### src/rtl/sha2x_pkg.sv
// Package: shared lane types, rotation distances, opcode layout and the
// round functions used by both pipeline stages of the two-round update.
// Assumes a 64-bit lane; the rotation distances are only meaningful there.
package sha2x_pkg;

    parameter int LANE_W = 64;
    localparam int VEC_W = 2 * LANE_W;

    parameter int ROT_A = 14;
    parameter int ROT_B = 18;
    parameter int ROT_C = 41;

    parameter int INSN_W      = 32;
    parameter int IDX_W       = 5;
    parameter int IDX_D_LSB   = 0;
    parameter int IDX_N_LSB   = IDX_D_LSB + IDX_W;
    parameter int OPC_MID_LSB = IDX_N_LSB + IDX_W;
    parameter int OPC_MID_W   = 6;
    parameter int IDX_M_LSB   = OPC_MID_LSB + OPC_MID_W;
    parameter int OPC_HI_LSB  = IDX_M_LSB + IDX_W;
    localparam int OPC_HI_W   = INSN_W - OPC_HI_LSB;

    localparam logic [OPC_HI_W-1:0]  OPC_HI_VAL  = 11'b11001110011;
    localparam logic [OPC_MID_W-1:0] OPC_MID_VAL = 6'b100000;

    typedef logic [LANE_W-1:0] lane_t;

    typedef struct packed {
        lane_t hi;
        lane_t lo;
    } vec_t;

    // Rotate a lane right by n positions (0 < n < LANE_W).
    function automatic lane_t rotr(input lane_t v, input int unsigned n);
        return (v >> n) | (v << (LANE_W - n));
    endfunction

    // Big Sigma1: XOR of three right rotations.
    function automatic lane_t sigma1_big(input lane_t v);
        return rotr(v, ROT_A) ^ rotr(v, ROT_B) ^ rotr(v, ROT_C);
    endfunction

    // Choose: bits of f where e is set, bits of g elsewhere.
    function automatic lane_t choose(input lane_t e, input lane_t f, input lane_t g);
        return (e & f) ^ (~e & g);
    endfunction

endpackage

### src/rtl/sha2x_hi_lane.sv
// First-round logic: computes the upper result lane from the operands and
// the chained intermediate value used by the second round.
// Assumes: purely combinational; every sum wraps within one lane.
module sha2x_hi_lane
    import sha2x_pkg::*;
(
    input  lane_t x_hi,
    input  lane_t x_lo,
    input  lane_t y_hi,
    input  lane_t y_lo,
    input  lane_t w_hi,
    output lane_t hi_sum,
    output lane_t chain_val
);

    lane_t ch_term;
    lane_t sig_term;

    // Round-one terms and the upper lane sum.
    always_comb begin
        ch_term   = choose(y_hi, x_lo, x_hi);
        sig_term  = sigma1_big(y_hi);
        hi_sum    = ch_term + sig_term + w_hi;
        chain_val = hi_sum + y_lo;
    end

endmodule

### src/rtl/sha2x_lo_lane.sv
// Second-round logic: computes the lower result lane from the chained
// intermediate value and the first-stage copies of the operands it needs.
// Assumes: purely combinational; the sum wraps within one lane.
module sha2x_lo_lane
    import sha2x_pkg::*;
(
    input  lane_t chain_val,
    input  lane_t y_hi,
    input  lane_t x_lo,
    input  lane_t w_lo,
    output lane_t lo_sum
);

    lane_t ch_term;
    lane_t sig_term;

    // Round-two terms and the lower lane sum.
    always_comb begin
        ch_term  = choose(chain_val, y_hi, x_lo);
        sig_term = sigma1_big(chain_val);
        lo_sum   = ch_term + sig_term + w_lo;
    end

endmodule

### src/rtl/sha2x_opmatch.sv
// Instruction classifier: flags a word whose fixed opcode fields match this
// operation and splits out its three register-index fields unchanged.
// Assumes: purely combinational; the index fields never affect the match.
module sha2x_opmatch
    import sha2x_pkg::*;
(
    input  logic [INSN_W-1:0] insn,
    output logic              hit,
    output logic [IDX_W-1:0]  idx_m,
    output logic [IDX_W-1:0]  idx_n,
    output logic [IDX_W-1:0]  idx_d
);

    logic hi_match;
    logic mid_match;

    // Compare both fixed opcode fields and slice out the indices.
    always_comb begin
        hi_match  = (insn[OPC_HI_LSB +: OPC_HI_W] == OPC_HI_VAL);
        mid_match = (insn[OPC_MID_LSB +: OPC_MID_W] == OPC_MID_VAL);
        hit       = hi_match & mid_match;
        idx_m     = insn[IDX_M_LSB +: IDX_W];
        idx_n     = insn[IDX_N_LSB +: IDX_W];
        idx_d     = insn[IDX_D_LSB +: IDX_W];
    end

endmodule

### src/rtl/sha2x_round_unit.sv
// Top: two-stage pipelined two-round SHA-512 update with valid/ready at both
// ends, plus an optional opcode classifier. Stage 1 registers the upper lane
// and the chained value; stage 2 registers the full result. Both stages move
// together whenever the output stage is empty or being drained.
// Assumes: synchronous active-low reset clears the valid flags only; data
// registers load only when a valid item moves into them.
module sha2x_round_unit
    import sha2x_pkg::*;
#(
    parameter bit HAS_DECODE = 1'b1
)(
    input  logic              clk,
    input  logic              rst_n,
    input  logic              in_valid,
    output logic              in_ready,
    input  logic [VEC_W-1:0]  in_x,
    input  logic [VEC_W-1:0]  in_y,
    input  logic [VEC_W-1:0]  in_w,
    output logic              out_valid,
    input  logic              out_ready,
    output logic [VEC_W-1:0]  out_result,
    input  logic [INSN_W-1:0] insn_word,
    output logic              insn_hit,
    output logic [IDX_W-1:0]  idx_m,
    output logic [IDX_W-1:0]  idx_n,
    output logic [IDX_W-1:0]  idx_d
);

    vec_t  op_x;
    vec_t  op_y;
    vec_t  op_w;
    lane_t hi_comb;
    lane_t chain_comb;
    lane_t lo_comb;
    logic  advance;

    logic  s1_valid;
    lane_t s1_hi;
    lane_t s1_chain;
    lane_t s1_y_hi;
    lane_t s1_x_lo;
    lane_t s1_w_lo;

    logic  s2_valid;
    vec_t  s2_result;

    // View the flat operand ports as lane pairs.
    always_comb begin
        op_x = vec_t'(in_x);
        op_y = vec_t'(in_y);
        op_w = vec_t'(in_w);
    end

    // The whole pipe moves when the output stage can take a new entry.
    always_comb begin
        advance  = !s2_valid || out_ready;
        in_ready = advance;
    end

    sha2x_hi_lane u_hi (
        .x_hi      (op_x.hi),
        .x_lo      (op_x.lo),
        .y_hi      (op_y.hi),
        .y_lo      (op_y.lo),
        .w_hi      (op_w.hi),
        .hi_sum    (hi_comb),
        .chain_val (chain_comb)
    );

    // Stage 1 valid flag.
    always_ff @(posedge clk) begin
        if (!rst_n) begin
            s1_valid <= 1'b0;
        end else if (advance) begin
            s1_valid <= in_valid;
        end
    end

    // Stage 1 data: upper lane, chained value and operands for round two.
    always_ff @(posedge clk) begin
        if (advance && in_valid) begin
            s1_hi    <= hi_comb;
            s1_chain <= chain_comb;
            s1_y_hi  <= op_y.hi;
            s1_x_lo  <= op_x.lo;
            s1_w_lo  <= op_w.lo;
        end
    end

    sha2x_lo_lane u_lo (
        .chain_val (s1_chain),
        .y_hi      (s1_y_hi),
        .x_lo      (s1_x_lo),
        .w_lo      (s1_w_lo),
        .lo_sum    (lo_comb)
    );

    // Stage 2 valid flag.
    always_ff @(posedge clk) begin
        if (!rst_n) begin
            s2_valid <= 1'b0;
        end else if (advance) begin
            s2_valid <= s1_valid;
        end
    end

    // Stage 2 data: assemble the finished result.
    always_ff @(posedge clk) begin
        if (advance && s1_valid) begin
            s2_result.hi <= s1_hi;
            s2_result.lo <= lo_comb;
        end
    end

    // Drive the output port pair from stage 2.
    always_comb begin
        out_valid  = s2_valid;
        out_result = s2_result;
    end

    generate
        if (HAS_DECODE) begin : g_decode
            sha2x_opmatch u_match (
                .insn  (insn_word),
                .hit   (insn_hit),
                .idx_m (idx_m),
                .idx_n (idx_n),
                .idx_d (idx_d)
            );
        end else begin : g_no_decode
            // Classifier absent: tie its outputs low.
            always_comb begin
                insn_hit = 1'b0;
                idx_m    = '0;
                idx_n    = '0;
                idx_d    = '0;
            end
        end
    endgenerate

endmodule

### config.mk
export PLATFORM = sky130hd
export DESIGN_NAME = sha2x_round_unit
export DESIGN_NICKNAME = d
export VERILOG_FILES = /design/src/rtl/sha2x_pkg.sv /design/src/rtl/sha2x_hi_lane.sv /design/src/rtl/sha2x_lo_lane.sv /design/src/rtl/sha2x_opmatch.sv /design/src/rtl/sha2x_round_unit.sv
export SDC_FILE = /design/constraint.sdc
export NUM_CORES = 1
export LEC_CHECK = 0
export BUFFER_PORTS_ARGS = -buffer_cell sky130_fd_sc_hd__clkbuf_2
export CORE_ASPECT_RATIO = 0.6
export CORE_UTILIZATION = 52
export DETAILED_ROUTE_END_ITERATION = 10
export HOLD_SLACK_MARGIN = 0.06
export MAX_ROUTING_LAYER = met4
export PLACE_DENSITY = 0.75
export SYNTH_ARGS = -nofsm -noshare
export SYNTH_HDL_FRONTEND = slang
export SYNTH_HIERARCHICAL = 1
export SYNTH_SLANG_ARGS = --single-unit
export TNS_END_PERCENT = 100
### constraint.sdc
create_clock -name clk -period 7.4 [get_ports clk]
set_input_delay 2.22 -clock clk [delete_from_list [all_inputs] [get_ports clk]]
set_output_delay 2.22 -clock clk [all_outputs]
set_load 0.02 [all_outputs]
==> flow_summary.ini, run 1 <==
[sta]
hold_violations = 0
maxSlewViolCount = 0
tightest_slew_ns = 1.08
setup_slack_ns = -0.275
fmaxAchievable_ghz = 0.130
slew_headroom = 0.277
skew_ns = 0.0425
fin_crit_sh = 1.04
setup_viol = 18
period_minus_slack_ns = 7.68
finalSetupTns_ns = -1.97
rsz0062_at_grt = true

[drt]
drtIter0Drc = 4760
ant_nets = 0
wl_per_cell_um = 30.3
drc = 0
vias = 29100
viasPerCell = 6.25
routed_wirelength_um = 141000
drtPass1Iterations = 9

[setup_path]
end_kind = register
cp_top_family = compound AO/OA/AOI/OAI gates
critPathRequiredTime_ns = 7.88
path_buf_inv = 5
slowest_stage = fa_1
worst_setup_path_start_kind = input pin
max_stage_delay_ns = 0.52
cp.arrival_ns = 8.15
cp_max_fo = 3
crit_type = input pin to register

[synthesis]
synth_top_area_share = 0.433
syn_area_um2 = 31100
synthCells = 2648
synth_cell_type_count = 92
synth_area_leader_cell = edfxtp_1
synth_nets = 3384
ys.flop_type = edfxtp_1
synth-edff-count = 448
ys.warnings.count = 6
seq_area_frac_synth = 0.434
synthArstFlopShare = 0
yosys_register_bits = 450
synth_area_leaders = edfxtp_1 (43%), xnor2_1 (9.6%), fa_1 (8.3%)
postSynthAreaPerCell_um2 = 11.7

[die]
die_area_um2 = 60800
coreArea_um2 = 58300
initial_core_util = 0.533
rows = 68
io-pin-count = 566
die_w_um = 318
fp.dieH_um = 191

[finish]
drive_gt1_frac = 0.428
final_cell_mix = buf_4 (694), clkbuf_2 (520), edfxtp_1 (448)
regArea_um2 = 13500
multi_input_area_um2 = 18300
fin_nets = 4586
final_cell_count_no_fill = 4663
finalInstanceArea_um2 = 42700
area_delta_synth_final_pct = 37.5
final_common_cell = buf_4
fill_cells = 3912

[placed_design]
dpl.hpwl_um = 115000
place_congestion = 1.17
io_buffers = 535
post_dp_cell_area_um2 = 39400
dp_cells = 4520

[min_path]
hold_class = register to register

[clocking]
cts.sinks = 450
clk_latency_ns = 0.65
cts.hold.buffers_added = 0
ctsHtreeMaxLevel = 2
clock-root-buffer = clkbuf_16
cts_tree = yes
cts_buffer_depth = 3
clkSlewWorstSetupHoldPaths_ns = 0.06
cts_made_buffers = 44

[grt]
grt_pass1_vias = 27200
overflow = 0
antenna_found_initial = 15
grt_max_degree = 137
grt_usage = 0.465
grt_pass1_wl_um = 193000

[job]
cap_viol_max_count = 0

[run_status]
violations = negative setup slack
status = finished, violations left
-- cells in the mapped netlist, types with 32 or more instances --
| cell | n |
|---|---|
| nand4_1 | 58 |
| edfxtp_1 | 448 |
| fa_1 | 129 |
| xnor2_1 | 342 |
| a21o_1 | 97 |
| mux2_2 | 113 |
| nor3_1 | 35 |
| clkbuf_1 | 59 |
| o21ai_0 | 119 |
| ha_1 | 187 |
| o21bai_1 | 32 |
| xor2_1 | 86 |
| inv_1 | 95 |
| nand3_1 | 33 |
| nand2_1 | 139 |
| nor2_1 | 111 |
| a21oi_1 | 217 |
-- worst paths after layout --
kind / startpoint / end / slack, ns / cells past startpoint
max: in_y[106] / s1_chain[56] / -0.28 / 31
min: s1_hi[57] / out_result[121] / 0.42 / 0
max reg2reg: s1_chain[48] / out_result[58] / 2.26 / 13
min reg2reg: s1_hi[57] / out_result[121] / 0.42 / 0
-- repair_timing --
item                                    in CTS  in global routing
buffers inserted                            25                 36
endpoints found under the setup margin      38                 35
pin swaps                                   50                114
resized for setup                           99                179
-- cell families after synthesis --
group	Yosys count	synth area share
xor gates and xnor gates	429	0.121
muxes	131	0.0467
DFF	450	0.434
buffers and inverters	189	0.0261
and+or+nand+nor	496	0.0807
AOI/OAI and AO/OA	637	0.133
adders and majority gates	316	0.158
-- state kept, by name (all words and copies together) (netlist names) --
signal      count
s1_hi          64
s1_chain       64
s1_x_lo        64
out_result    128
s1_w_lo        64
s1_y_hi        64
s1_valid        1
out_valid       1
-- worst reg2reg max path, stage by stage, from the launching register on --
cell and delay (ns):
edfxtp_1 0.54, xnor2_1 0.21, xnor2_1 0.51, fa_1 0.56
ha_1 0.40, a21oi_1 0.29, o211ai_1 0.22, a41o_1 0.35
nand2b_1 0.19, a21oi_1 0.40, o21ai_1 0.25, a21oi_1 0.53
o21ai_0 0.24, xor2_1 0.19
-- area by class of cell --
| type | instances | share of cell area |
|---|---|---|
| Multi-Input combinational cell | 2009 | 0.428 |
| Clock inverter | 25 | 0.00629 |
| Inverter | 96 | 0.00843 |
| Timing Repair Buffer | 1249 | 0.192 |
| Sequential cell | 450 | 0.316 |
| Tap cell | 770 | 0.0225 |
| Clock buffer | 52 | 0.0265 |
| Antenna cell | 12 | 0.000703 |
-- stage by stage --
step                      hold slack [ns]  setup slack (ns)  utilization
after CTS                           0.418            -0.249        0.713
after global placement              0.400             -1.29        0.676
final                               0.417            -0.275        0.733
after floorplan                     0.400           -0.0476            -
after global routing                0.422            -0.327        0.733
after detailed placement            0.405             -1.39        0.676
-- metal layers --
| metal | part of all wire | track usage | wire [um] | vias to the layer above |
|---|---|---|---|---|
| li1 | - | - | - | 12200 |
| met1 | 0.41 | 0.656 | 58100 | 14100 |
| met2 | 0.38 | 0.599 | 54400 | 2445 |
| met3 | 0.16 | 0.176 | 22400 | 403 |
| met4 | 0.046 | 0.164 | 6510 | 0 |
| met5 | 0 | - | 0 | - |
Power of run 1 is not shown: default switching activity piles up to over one toggle a cycle in this logic, so the estimate is an artifact.
==> inputs of run 2 (changes only) <==
--- a/config.mk
+++ b/config.mk
@@ -10,7 +10,6 @@
 export CORE_UTILIZATION = 52
 export DETAILED_ROUTE_END_ITERATION = 10
 export HOLD_SLACK_MARGIN = 0.06
-export MAX_ROUTING_LAYER = met4
 export PLACE_DENSITY = 0.75
 export SYNTH_ARGS = -nofsm -noshare
 export SYNTH_HDL_FRONTEND = slang
==> flow_summary.ini, run 2 (synthesis gave the netlist of run 1 again) <==
[min_path]
hold_class = register to register

[sta]
fin_crit_sh = 1.05
finalSetupTns_ns = -4.22
maxSlewViolCount = 0
tightest_slew_ns = 0.998
hold_violations = 0
rsz0062_at_grt = true
slew_headroom = 0.330
fmaxAchievable_ghz = 0.129
period_minus_slack_ns = 7.76
skew_ns = 0.0232
setup_viol = 24
setup_slack_ns = -0.364

[drt]
ant_nets = 0
routed_wirelength_um = 134000
drc = 0
drtIter0Drc = 4418
viasPerCell = 6.18
wl_per_cell_um = 29.0
vias = 28500
drtPass1Iterations = 8

[die]
fp.dieH_um = 191
io-pin-count = 566
die_area_um2 = 60800
die_w_um = 318
rows = 68
coreArea_um2 = 58300
initial_core_util = 0.533

[placed_design]
post-place-ws_ns = -1.18
io_buffers = 535
place_congestion = 1.08
dpl.hpwl_um = 110000
dp_cells = 4480

[finish]
utilization = 0.727
fin_nets = 4540
area_delta_synth_final_pct = 36.3
final_cell_count_no_fill = 4610
final_common_cell = buf_4
largest_reg_flops = 128
fill_cells = 4051
final_cell_mix = buf_4 (654), clkbuf_2 (527), edfxtp_1 (448)
drive_gt1_frac = 0.417

[setup_path]
cp.arrival_ns = 8.12
cp_max_fo = 4
worst_setup_path_start_kind = input pin
critPathRequiredTime_ns = 7.76
crit_type = input pin to register
end_kind = register

[run_status]
status = finished, violations left
violations = negative setup slack

[grt]
grt_max_degree = 134
grt_pass1_vias = 26800
grt_pass1_wl_um = 184000
overflow = 0
grt_usage = 0.427
antenna_found_initial = 6

[clocking]
cts.sinks = 450
cts_made_buffers = 44
clock-root-buffer = clkbuf_16
clkSlewWorstSetupHoldPaths_ns = 0.08
cts_tree = yes
cts_buffer_depth = 3
cts.hold.buffers_added = 0
clk_latency_ns = 0.63
ctsHtreeMaxLevel = 2

[job]
cap_viol_max_count = 0
run 2: cell count changes in the layout (fill, tap and decap cells not counted), sizes merged:
cell,change
clkbuf,+2
buf,-53
diode,-8
clkinvlp,-1
bufinv,+3
clkinv,+4
run 2: area by class of cell:
cell class / count / area, um^2 / share of cell area
Clock buffer: 47 / 1130 / 0.0268
Sequential cell: 450 / 13500 / 0.318
Inverter: 96 / 360 / 0.00851
Timing Repair Buffer: 1203 / 7820 / 0.185
Tap cell: 770 / 963 / 0.0227
Antenna cell: 4 / 10.0 / 0.000236
Clock inverter: 31 / 348 / 0.00821
Multi-Input combinational cell: 2009 / 18200 / 0.430
run 2: repair_timing:
action,CTS,global route
pin swaps,49,93
buffers inserted,32,23
resized for setup,97,156
setup endpoints to repair,24,31
run 2: critical path, stage by stage:
cell and delay, ns:
clkbuf_2 0.22, xnor2_2 0.21, xnor2_1 0.20, fa_2 0.43, ha_4 0.19, inv_2 0.05
fa_2 0.23, nor2b_4 0.05, o31a_1 0.38, o31ai_4 0.32, a21o_1 0.18, nand2b_1 0.07
a21o_1 0.19, a31oi_2 0.22, o21bai_1 0.08, a21oi_1 0.15, xnor2_1 0.12, ha_1 0.37
nand2_2 0.08, o21a_1 0.22, nor4b_4 0.15, nand3_2 0.13, a21oi_4 0.07, o31a_1 0.35
o41ai_4 0.51, nand4_1 0.29, a32oi_1 0.29, xor2_1 0.09
run 2: final timing paths:
kind,depth (start not counted),slack [ns],end,start
setup / recovery,28,-0.36,s1_chain[60],in_y[105]
hold / removal,0,0.42,out_result[99],s1_hi[35]
setup reg to reg,13,2.39,out_result[61],s1_chain[49]
hold reg to reg,0,0.42,out_result[99],s1_hi[35]
run 2: through the flow:
stage / hold WS [ns] / area (um^2)
floorplan: 0.400 / 31200
global placement: 0.402 / 39100
detailed placement: 0.405 / 39100
CTS: 0.420 / 41300
global route: 0.425 / 42400
finish: 0.416 / 42400
run 2: routing by layer:
layer / global-route usage / part of all wire / up-vias
li1: - / - / 12100
met3: 0.146 / 0.15 / 368
met5: 0 / 0.00091 / -
met2: 0.573 / 0.39 / 2218
met1: 0.629 / 0.41 / 13900
met4: 0.153 / 0.044 / 4
Power of run 2 is left out for the same reason.
